`config.mk`:
```
export PLATFORM = sky130hd
export DESIGN_NAME = ring_dma_chan
export DESIGN_NICKNAME = d
export VERILOG_FILES = /design/src/rtl/ring_dma_pkg.sv /design/src/rtl/rdma_rst_sync.sv /design/src/rtl/rdma_ctrl.sv /design/src/rtl/rdma_counter.sv /design/src/rtl/rdma_flags.sv /design/src/rtl/ring_dma_chan.sv
export SDC_FILE = /design/constraint.sdc
export NUM_CORES = 1
export LEC_CHECK = 0
export BUFFER_PORTS_ARGS = -buffer_cell sky130_fd_sc_hd__buf_2
export CAP_MARGIN = 20
export CORE_UTILIZATION = 56
export CTS_BUF_LIST = sky130_fd_sc_hd__clkbuf_16
export CTS_CLUSTER_SIZE = 40
export DETAILED_ROUTE_END_ITERATION = 8
export HOLD_SLACK_MARGIN = 0.03
export PLACE_DENSITY = 0.84
export SLEW_MARGIN = 20
export SYNTH_ARGS = -nofsm -noshare
export SYNTH_HDL_FRONTEND = slang
export SYNTH_HIERARCHICAL = 1
export SYNTH_SLANG_ARGS = --single-unit
```
`constraint.sdc`:
```
create_clock -name clk -period 2.79 [get_ports clk]
set_input_delay 0 -clock clk [delete_from_list [all_inputs] [get_ports clk]]
set_output_delay 0 -clock clk [all_outputs]
set_load 0.03 [all_outputs]
```
`src/rtl/ring_dma_pkg.sv`:
```
package ring_dma_pkg;
  localparam int DATA_W    = 16;
  localparam int NUM_FLAGS = 2;
  localparam int FLAG_HALF = 0;
  localparam int FLAG_FULL = 1;
endpackage

```
`src/rtl/rdma_rst_sync.sv`:
```
module rdma_rst_sync (
  input  logic clk,
  input  logic rst_n,
  output logic rst_sync_n
);
  logic [1:0] stage_q;
  logic [1:0] stage_d;

  always_comb begin
    stage_d = {stage_q[0], 1'b1};
  end

  always_ff @(posedge clk or negedge rst_n) begin
    if (!rst_n) stage_q <= 2'b00;
    else        stage_q <= stage_d;
  end

  assign rst_sync_n = stage_q[1];
endmodule

```
`src/rtl/rdma_ctrl.sv`:
```
module rdma_ctrl #(
  parameter int AW = 16,
  parameter int CW = 16
) (
  input  logic          clk,
  input  logic          rst_n,
  input  logic          en,
  input  logic [AW-1:0] base_in,
  input  logic [CW-1:0] len_in,
  output logic          run,
  output logic          start,
  output logic [AW-1:0] base_q,
  output logic [CW-1:0] len_q
);
  logic          run_q;
  logic          run_d;
  logic [AW-1:0] base_d;
  logic [CW-1:0] len_d;

  always_comb begin
    start  = en & ~run_q;
    run_d  = en;
    base_d = start ? base_in : base_q;
    len_d  = start ? len_in  : len_q;
  end

  always_ff @(posedge clk or negedge rst_n) begin
    if (!rst_n) begin
      run_q  <= 1'b0;
      base_q <= '0;
      len_q  <= '0;
    end else begin
      run_q <= run_d;
      if (start) begin
        base_q <= base_d;
        len_q  <= len_d;
      end
    end
  end

  assign run = run_q;
endmodule

```
`src/rtl/rdma_counter.sv`:
```
module rdma_counter #(
  parameter int CW = 16
) (
  input  logic          clk,
  input  logic          rst_n,
  input  logic          start,
  input  logic [CW-1:0] load_len,
  input  logic [CW-1:0] len_q,
  input  logic          xfer,
  output logic [CW-1:0] cnt,
  output logic [CW-1:0] offset,
  output logic          ev_half,
  output logic          ev_full
);
  logic [CW-1:0] cnt_q,  cnt_d;
  logic [CW-1:0] off_q,  off_d;
  logic [CW-1:0] half_mark;
  logic          last_word;
  logic          cnt_en;

  always_comb begin
    half_mark = (len_q >> 1) + CW'(1);
    last_word = (cnt_q == CW'(1));
    ev_full   = xfer & last_word;
    ev_half   = xfer & (cnt_q == half_mark);
    cnt_en    = start | xfer;
    cnt_d     = cnt_q;
    off_d     = off_q;
    if (start) begin
      cnt_d = load_len;
      off_d = '0;
    end else if (xfer) begin
      if (last_word) begin
        cnt_d = len_q;
        off_d = '0;
      end else begin
        cnt_d = cnt_q - CW'(1);
        off_d = off_q + CW'(1);
      end
    end
  end

  always_ff @(posedge clk or negedge rst_n) begin
    if (!rst_n) begin
      cnt_q <= '0;
      off_q <= '0;
    end else if (cnt_en) begin
      cnt_q <= cnt_d;
      off_q <= off_d;
    end
  end

  assign cnt    = cnt_q;
  assign offset = off_q;
endmodule

```
`src/rtl/rdma_flags.sv`:
```
module rdma_flags #(
  parameter int NF = ring_dma_pkg::NUM_FLAGS
) (
  input  logic          clk,
  input  logic          rst_n,
  input  logic [NF-1:0] set_ev,
  input  logic [NF-1:0] clr,
  input  logic [NF-1:0] ie,
  output logic [NF-1:0] flags,
  output logic          irq
);
  logic [NF-1:0] flag_q;

  for (genvar g = 0; g < NF; g++) begin : g_flag
    logic flag_d;
    always_comb begin
      flag_d = set_ev[g] | (flag_q[g] & ~clr[g]);
    end
    always_ff @(posedge clk or negedge rst_n) begin
      if (!rst_n) flag_q[g] <= 1'b0;
      else        flag_q[g] <= flag_d;
    end
  end

  assign flags = flag_q;
  assign irq   = |(flag_q & ie);
endmodule

```
`src/rtl/ring_dma_chan.sv`:
```
module ring_dma_chan #(
  parameter int DW = ring_dma_pkg::DATA_W,
  parameter int AW = 16,
  parameter int CW = 16
) (
  input  logic          clk,
  input  logic          rst_n,
  input  logic          chan_en,
  input  logic [AW-1:0] ring_base,
  input  logic [CW-1:0] ring_len,
  input  logic [1:0]    flag_ie,
  input  logic [1:0]    flag_clr,
  input  logic          per_req,
  input  logic [DW-1:0] per_data,
  output logic          per_ack,
  output logic          mem_we,
  output logic [AW-1:0] mem_addr,
  output logic [DW-1:0] mem_wdata,
  output logic [CW-1:0] remain_cnt,
  output logic [1:0]    flag_sts,
  output logic          irq
);
  import ring_dma_pkg::*;

  logic          rst_int_n;
  logic          chan_run;
  logic          chan_start;
  logic [AW-1:0] base_lat;
  logic [CW-1:0] len_lat;
  logic [CW-1:0] word_off;
  logic          xfer;
  logic [NUM_FLAGS-1:0] events;

  rdma_rst_sync u_rst (
    .clk        (clk),
    .rst_n      (rst_n),
    .rst_sync_n (rst_int_n)
  );

  rdma_ctrl #(.AW(AW), .CW(CW)) u_ctrl (
    .clk     (clk),
    .rst_n   (rst_int_n),
    .en      (chan_en),
    .base_in (ring_base),
    .len_in  (ring_len),
    .run     (chan_run),
    .start   (chan_start),
    .base_q  (base_lat),
    .len_q   (len_lat)
  );

  assign xfer = chan_run & chan_en & per_req;

  rdma_counter #(.CW(CW)) u_cnt (
    .clk      (clk),
    .rst_n    (rst_int_n),
    .start    (chan_start),
    .load_len (ring_len),
    .len_q    (len_lat),
    .xfer     (xfer),
    .cnt      (remain_cnt),
    .offset   (word_off),
    .ev_half  (events[FLAG_HALF]),
    .ev_full  (events[FLAG_FULL])
  );

  rdma_flags #(.NF(NUM_FLAGS)) u_flags (
    .clk    (clk),
    .rst_n  (rst_int_n),
    .set_ev (events),
    .clr    (flag_clr),
    .ie     (flag_ie),
    .flags  (flag_sts),
    .irq    (irq)
  );

  assign per_ack   = xfer;
  assign mem_we    = xfer;
  assign mem_addr  = base_lat + AW'(word_off);
  assign mem_wdata = per_data;
endmodule

```
Yosys cells after proc, flatten, opt, wreduce, memory -nomap -nowiden
Cells that the tools add are included.
{"block": "op_classes", "addsub": 4, "eq_ne": 2, "n_mux": 6, "bitwise": 14, "reduce_logical": 3}
{"op": "$mux W16", "count": 6}
{"op": "$add A15 B1 Y16 const B", "count": 1}
{"op": "$add A16 B1 Y16 const B", "count": 1}
{"op": "$add A16 B16 Y16", "count": 1}
{"op": "$eq A16 B1 Y1 const B", "count": 1}
{"op": "$eq A16 B16 Y1", "count": 1}
{"op": "$sub A16 B1 Y16 const B", "count": 1}
{"op": "$and A1 B1 Y1", "count": 7}
{"op": "$not A1 Y1", "count": 3}
{"op": "$or A1 B1 Y1", "count": 3}
{"op": "$and A2 B2 Y2", "count": 1}
{"op": "$reduce_and A2 Y1", "count": 1}
{"op": "$reduce_bool A2 Y1", "count": 1}
{"op": "$reduce_or A2 Y1", "count": 1}
{"block": "word_totals", "ff_bits": 69, "inputBits": 56, "output_inout_bits": 53, "word_cells": 37}

Logic depth before layout (Yosys ltp)
Gate-level depths: netlist of run 1.
{"block": "logic_depth", "word_depth": 4, "ltp_mapped": 10, "depth_no_buf": 7}

Hierarchy
Netlist of run 1, hierarchy kept.
{"module": "rdma_counter", "n_inst": 1, "cells_per_inst": 330, "area_each_um2": 2643.8, "seq_area_each_um2": 800.8}
{"module": "rdma_ctrl", "n_inst": 1, "cells_per_inst": 70, "area_each_um2": 1380.1, "seq_area_each_um2": 825.8}
{"module": "ring_dma_chan", "n_inst": 1, "cells_per_inst": 122, "area_each_um2": 939.7, "seq_area_each_um2": 0.0}
{"module": "rdma_flags", "n_inst": 1, "cells_per_inst": 7, "area_each_um2": 82.6, "seq_area_each_um2": 50.0}
{"module": "rdma_rst_sync", "n_inst": 1, "cells_per_inst": 3, "area_each_um2": 53.8, "seq_area_each_um2": 50.0}

Worst setup path before layout of run 1
OpenSTA, ideal clock, no wires.
{"block": "synth_timing", "path_kind": "flip-flop to flip-flop", "from": "register u_cnt.cnt_q[11], in the netlist u_cnt/cnt[11]", "to": "register u_cnt.cnt_q[2], in the netlist u_cnt/cnt[2]", "setup_ns": 0.141, "arrival_ns": 2.426, "t_required_ns": 2.649, "path_slack_ns": 0.223, "stages_incl_launch_ff": 8, "n_path_buf": 2, "period_less_slack_ns": 2.567, "cell_sequence": "dfrtp_1 > or4_4 > or4_4 > or4_4 > buf_6 > buf_6 > o21ai_2 > a22oi_1"}
{"block": "synth_via", "elab_chain_len": 4}
{"element": "start, declared", "line": "rdma_counter.sv:15", "source": "logic [CW-1:0] cnt_q, cnt_d;"}
{"element": "start signal, assigned", "line": "rdma_counter.sv:48", "source": "cnt_q <= cnt_d;"}
{"element": "$eq A16 B1 Y1", "line": "rdma_counter.sv:23", "source": "last_word = (cnt_q == CW'(1));"}
{"element": "$mux W16", "line": "rdma_counter.sv:33", "source": "if (last_word) begin"}
{"element": "$mux W16", "line": "rdma_counter.sv:32", "source": "end else if (xfer) begin"}
{"element": "$mux W16", "line": "rdma_counter.sv:29", "source": "if (start) begin"}
No other way between the ends. The select of a mux whose other input is x is not followed.
A chain may end at the register's enable or synchronous reset.

Worst setup path in the final report of run 1
{"block": "layout_timing", "from": "register u_cnt.off_q[0], in the netlist u_cnt/offset[0]", "to": "output port mem_addr[12]"}
{"block": "layout_via", "elab_chain_len": 1}
{"element": "start, declared", "line": "rdma_counter.sv:16", "source": "logic [CW-1:0] off_q, off_d;"}
{"element": "start signal, assigned", "line": "rdma_counter.sv:46", "source": "off_q <= '0;"}
{"element": "start signal, assigned", "line": "rdma_counter.sv:49", "source": "off_q <= off_d;"}
{"element": "$add A16 B16 Y16", "line": "ring_dma_chan.sv:79", "source": "assign mem_addr = base_lat + AW'(word_off);"}
{"element": "end, declared", "line": "ring_dma_chan.sv:17", "source": "output logic [AW-1:0] mem_addr,"}
No other way between the ends.

==> out/results.txt, run 1 <==
Via-to-Cell Ratio: 6.180
largest net degree at the start of global routing: 48
routed wire length: 13,180 um
sequential-to-total area share from yosys stat: 0.3386
first-pass GRT wire length: 21,270 um
die width: 97.43 um
post-synth cell types: 70
Buffers on Ports: 76
Cell Pwr Density: 574.4 nW/um2
CTS Sinks: 69
synthesized cell area: 5100 um2
synthesized flop and latch total: 69
Initial Utilization: 0.5820
Iter 0 DRT Violations: 330
DRT antenna net count: 0
clock root cell: clkbuf_16
WP data arrival: 2.65 ns
TritonCTS Buffers: 9
Area Overhead vs Synth: 21.96%
Worst Skew: 0.008089 ns
final RePlAce weighted congestion: 0.9373
ys async rst share: 1.000
clock buffer depth: 2
DRC: 0
maxcap violations: 0
Synth Flop Type: dfrtp_1
relative slew slack: 0.5287
Worst R2R Setup Slack: 0.25 ns
crit start category: register
Tmin final: 2.652 ns
Worst-Skew Late Latency: 0.33 ns
grt ovf: 0
vias in the first global route: 4,412
wire per inst: 17.59 um
Die Height: 97.43 um
number of flops mapped to enable cells by yosys: 0
clock share of power: 0.316
cells on worst reg2reg path: 5
Ports: 109
Syn. warnings: 6
period utilization: 0.9504
CTS tree: done
Final TNS setup: 0 ns
Synth Instances: 532
Mean Syn Cell Area: 9.586 um2
status: finished, final reports clean
sw frac: 0.3587
static leakage: 0.002812 uW
max-slew violations: 0
FF-to-FF End: u_cnt/offset[7]
Worst Hold Slack: 0.2503 ns
Setup-failing EPs final: 0
H-tree Lvls: 3
postcts setup bufs: 0
GRT Util Overall: 0.2791
1st-pass router iterations: 5
worst min path class: register to async pin
core area: 8763 um2
WS Path Type: register to primary output
initial antenna violation count: 0
std cell rows: 34
Required @ worst endpoint: 2.79 ns
clk slew on worst S/H paths: 0.06 ns
unrepaired setup endpoints after global routing: no
layout cells sized above 1: 0.2543
Seq pwr share: 0.363
Total Power: 3573 uW
P_sw: 1282 uW
vias after detailed routing: 4,629
Tightest Pin Transition: 0.7043 ns
Pint: 2291 uW
Syn Nets: 608
max frequency: 0.3771 GHz
die footprint: 9493 um2
nets@finish: 712
combinational power share: 0.321
final hold violations: 0
Final HPWL DP: 9102 um
Critical Path Sink Type: primary output
maximum fanout along the worst path: 6
Final Util: 0.7097
Inserted Diodes: 0
worst r2r src: u_cnt/cnt[11]
peak supply drop: 0.0003688 V
## synthesized netlist by cell type, types with 7 or more instances
library cell	instances	area, um2
dfrtp_1	69	1727
nand2_1	33	123.9
a21oi_1	31	155.2
nor2_1	30	112.6
mux2_4	29	435.4
nand3_1	25	125.1
xnor2_1	23	201.4
ha_1	19	237.7
o21ai_0	19	95.09
xor2_1	19	166.4
buf_4	17	127.6
clkbuf_1	15	56.30
a31oi_1	11	68.82
nor3_1	11	55.05
nor4_1	10	62.56
o21ai_1	10	50.05
a21o_1	8	60.06
inv_1	8	30.03
nand4_1	8	50.05
and2_1	7	43.79
buf_2	7	35.03
## timing repair
action                    in CTS  in global routing
hold buffers                  53                  0
gates resized for setup        0                  0
hold endpoints to repair      67                  0
## through the flow
stage               std cells  instance area [um2]  setup slack, ns
global route              749                 6220          0.02982
finish                    749                 6220           0.1384
detailed placement        680                 5395           0.2725
floorplan                 532                 5100           0.2228
global placement          680                 5395           0.3398
CTS                       749                 6220           0.1337
## power groups by stage
stage | Combinational [uW] | Clock [uW] | Sequential (uW)
floorplan | 800 | 0 | 1320
detailed placement | 1040 | 0 | 1310
finish | 1150 | 1130 | 1300
CTS | 1130 | 1130 | 1290
global route | 1230 | 1180 | 1320
global placement | 1010 | 0 | 1300
## layout make-up
type,instances,area [um2]
clock buffers,9,225.2
clock inverters,7,68.82
fillers,657,2544
inverters,8,30.03
multi-input cells,407,3019
flip-flops and latches,69,1728
well taps,108,135.1
repair buffers,141,1013
## critical path, stage by stage, from the launching register on
cell     delay [ns]
dfrtp_1        0.44
ha_1           0.26
fa_1           0.42
a21o_1         0.22
a31oi_1        0.30
o21ba_2        0.24
o21ai_1        0.09
xor2_1         0.14
buf_2          0.21
## placed cells by master, fill, tap and decap left out, types with 5 or more instances in the layout
master	instances
and4_1	5
a21oi_1	31
nand2_1	33
xor2_1	19
a22oi_1	5
and2_1	7
buf_4	11
nand3_1	25
o21ai_1	10
or2_2	6
dlygate4sd3_1	53
clkbuf_16	9
a31oi_1	11
buf_2	76
ha_1	19
mux2_4	29
nor4_1	10
nand4_1	8
nor3_2	5
inv_1	10
xnor2_1	23
nor2_1	30
mux2i_1	6
o21ai_0	19
nor3_1	11
dfrtp_1	68
nor2b_1	5
a21o_1	8
nand2b_1	5
## worst max-delay path by stage
stage	end	startpoint	slack (ns)	cells past startpoint
6_report	mem_addr[12]	u_cnt/offset[0]	0.14	8
2_1_floorplan	u_cnt/cnt[2]	u_cnt/cnt[11]	0.22	7
3_3_place_gp	u_cnt/offset[7]	u_cnt/cnt[11]	0.34	5
4_1_cts	mem_addr[12]	u_cnt/offset[0]	0.13	8
5_1_grt	mem_addr[12]	u_cnt/offset[0]	0.03	8
3_5_place_dp	u_cnt/offset[7]	u_cnt/cnt[9]	0.27	5
## state kept, by name, indices dropped and copies added (netlist names)
register / count
u_cnt/cnt: 16
u_ctrl/run: 1
u_cnt/offset: 16
u_ctrl/len_q: 16
u_rst/stage_q: 2
u_ctrl/base_q: 16
u_flags/flags: 2
## routing by layer
layer,global-route usage,part of all wire,wire (um),vias up
met4,0.1278,0.026,348,0
met1,0.3704,0.43,5603,2212
met2,0.4513,0.48,6307,237
li1,-,-,-,2148
met5,0,0,0,-
met3,0.04101,0.070,918,32
## kinds of logic after synthesis
group,Yosys count,synth area share
muxes,39,0.1060
AOI/OAI and AO/OA,128,0.1673
adders and majority gates,20,0.05054
buffers and inverters,56,0.06943
and+or+nand+nor,177,0.1953
xor gates and xnor gates,42,0.07213
DFF,69,0.3386
other,1,0.0007353
No activity file was read; power rests on OpenSTA's default activity.
==> run 2, diff against run 1 <==
--- a/config.mk
+++ b/config.mk
@@ -7,12 +7,13 @@
 export LEC_CHECK = 0
 export BUFFER_PORTS_ARGS = -buffer_cell sky130_fd_sc_hd__buf_2
 export CAP_MARGIN = 20
-export CORE_UTILIZATION = 56
+export CORE_ASPECT_RATIO = 0.9
+export CORE_UTILIZATION = 50
 export CTS_BUF_LIST = sky130_fd_sc_hd__clkbuf_16
 export CTS_CLUSTER_SIZE = 40
 export DETAILED_ROUTE_END_ITERATION = 8
 export HOLD_SLACK_MARGIN = 0.03
-export PLACE_DENSITY = 0.84
+export PLACE_DENSITY = 0.79
 export SLEW_MARGIN = 20
 export SYNTH_ARGS = -nofsm -noshare
 export SYNTH_HDL_FRONTEND = slang
==> constraint.sdc (replaced) <==
create_clock -name clk -period 2.31 [get_ports clk]
set_input_delay 0 -clock clk [delete_from_list [all_inputs] [get_ports clk]]
set_output_delay 0 -clock clk [all_outputs]
set_load 0.03 [all_outputs]
==> out/results.txt, run 2 (synthesis results as in run 1) <==
Die Height: 97.81 um (+0.39%)
std cell rows: 34 (unchanged)
Area Overhead vs Synth: 32.31%
Ports: 109 (unchanged)
worst min path class: register to async pin
nets@finish: 747 (+4.9%)
Critical Path Sink Type: primary output
Via-to-Cell Ratio: 6.036 (-2.3%)
H-tree Lvls: 3 (unchanged)
maximum fanout along the worst path: 3 (-3)
WP data arrival: 2.33 ns (-0.32 ns)
Buffers on Ports: 76 (unchanged)
Final Util: 0.6896 (-0.02009)
maxcap violations: 0 (unchanged)
Tmin final: 2.334 ns
Worst Skew: 0.006185 ns (-0.001903 ns)
DRT antenna net count: 0 (unchanged)
layout cells sized above 1: 0.3462 (+0.09186)
unrepaired setup endpoints after global routing: yes
die footprint: 10,610 um2 (+12%)
Iter 0 DRT Violations: 319 (-3.3%)
Tightest Pin Transition: 0.6480 ns (-0.05637 ns)
most frequent cells in the layout: buf_2 (70), dfrtp_1 (59), dlygate4sd3_1 (53), buf_4 (51), nand2_1 (32)
GRT Util Overall: 0.2655 (-0.01365)
clock root cell: clkbuf_16
clk slew on worst S/H paths: 0.06 ns (about the same)
relative slew slack: 0.5671 (+0.03843)
1st-pass router iterations: 7 (+2)
CTS Sinks: 69 (unchanged)
WS Path Type: register to primary output
Worst-Skew Late Latency: 0.33 ns (about the same)
crit start category: register
max frequency: 0.4284 GHz
largest net degree at the start of global routing: 50 (+4.2%)
clock buffer depth: 2 (unchanged)
peak supply drop: 0.0004184 V (+13%)
Cell Pwr Density: 669.1 nW/um2 (+16%)
Inserted Diodes: 0 (unchanged)
vias after detailed routing: 4,841 (+4.6%)
period utilization: 1.010
DRC: 0 (unchanged)
Final HPWL DP: 9875 um (+8.5%)
static leakage: 0.002995 uW (+6.5%)
leading cell type in the layout, fill and taps excluded: buf_2
Setup-failing EPs final: 4 (+4)
routed wire length: 14,580 um (+11%)
grt ovf: 0 (unchanged)
CTS tree: done
die width: 108.5 um (+11%)
final cell count without fillers: 802 (+7.1%)
Place WS: -0.1027 ns (-0.3751 ns)
final RePlAce weighted congestion: 0.9461 (+0.94%)
Worst Hold Slack: 0.2342 ns (-0.01603 ns)
post-route setup slack: -0.02422 ns (-0.1626 ns)
dpl cells: 726 (+6.8%)
Initial Utilization: 0.5212 (-0.06073)
failing checks: setup timing
initial antenna violation count: 0 (unchanged)
vias in the first global route: 4,521 (+2.5%)
Required @ worst endpoint: 2.31 ns (-0.48 ns)
TritonCTS Buffers: 9 (unchanged)
wire per inst: 18.18 um (+3.3%)
status: finished with violations
max-slew violations: 0 (unchanged)
final hold violations: 0 (unchanged)
first-pass GRT wire length: 22,240 um (+4.6%)
core area: 9784 um2 (+12%)
==> run 2: final timing paths <==
path                                  startpoint                to  slack, ns  cells past startpoint
worst max-delay path            u_ctrl/base_q[0]      mem_addr[12]      -0.02                      8
worst min-delay path            u_rst/stage_q[1]  u_ctrl/len_q[12]       0.23                      0
worst max register to register      u_cnt/cnt[7]      u_cnt/cnt[5]      -0.01                      5
worst min register to register  u_rst/stage_q[1]  u_ctrl/len_q[12]       0.23                      0
max in group asynchronous       u_rst/stage_q[1]   u_cnt/offset[2]       1.43                      1
min in group clk                         per_req   u_cnt/offset[2]       0.33                      4
==> run 2: cell type report <==
| class | instances | area, um2 |
|---|---|---|
| clock inverter | 7 | 58.81 |
| fill | 699 | 3037 |
| clock buffer | 9 | 225.2 |
| tap | 126 | 157.7 |
| inverter | 8 | 30.03 |
| multi-input combinational | 408 | 3253 |
| timing repair buffer | 175 | 1284 |
| sequential | 69 | 1739 |
==> run 2: critical path, stage by stage (launching register included) <==
cell,delay [ns]
dfrtp_1,0.41
ha_4,0.19
fa_2,0.35
a21o_1,0.22
a31oi_4,0.22
o21ba_4,0.21
o21ai_2,0.07
xor2_1,0.14
buf_4,0.18
==> run 2: timing repair <==
| item | in CTS | in global routing |
|---|---|---|
| gates cloned | 1 | 0 |
| pin swaps | 4 | 6 |
| hold endpoints to repair | 67 | 0 |
| setup endpoints to repair | 15 | 36 |
| buffers inserted | 0 | 6 |
| gates resized for setup | 20 | 37 |
| hold buffers | 53 | 0 |
==> run 2: metrics by stage <==
stage / total power (uW) / area [um2] / TNS [ns]
after CTS: 4430 / 6588 / 0
after global routing: 4701 / 6748 / -0.3276
after floorplan: 2563 / 5105 / -1.890
final: 4515 / 6748 / -0.05112
after detailed placement: 2945 / 5632 / -0.2747
after global placement: 2892 / 5632 / -0.1331
==> run 2: metal layers <==
layer / vias to the layer above / GRT usage / share of wire / wire length, um
met2: 272 / 0.4221 / 0.48 / 6947
met5: - / 0 / 0 / 0
met1: 2308 / 0.3630 / 0.42 / 6190
met3: 37 / 0.05007 / 0.078 / 1138
met4: 0 / 0.08732 / 0.021 / 302
li1: 2224 / - / - / -
==> run 2: power breakdown <==
part           leakage [uW]  total (uW)  switching [uW]  internal (uW)
Combinational       0.00201        1680             941            740
Sequential         0.000839        1510             162           1350
Clock              0.000145        1320             505            819
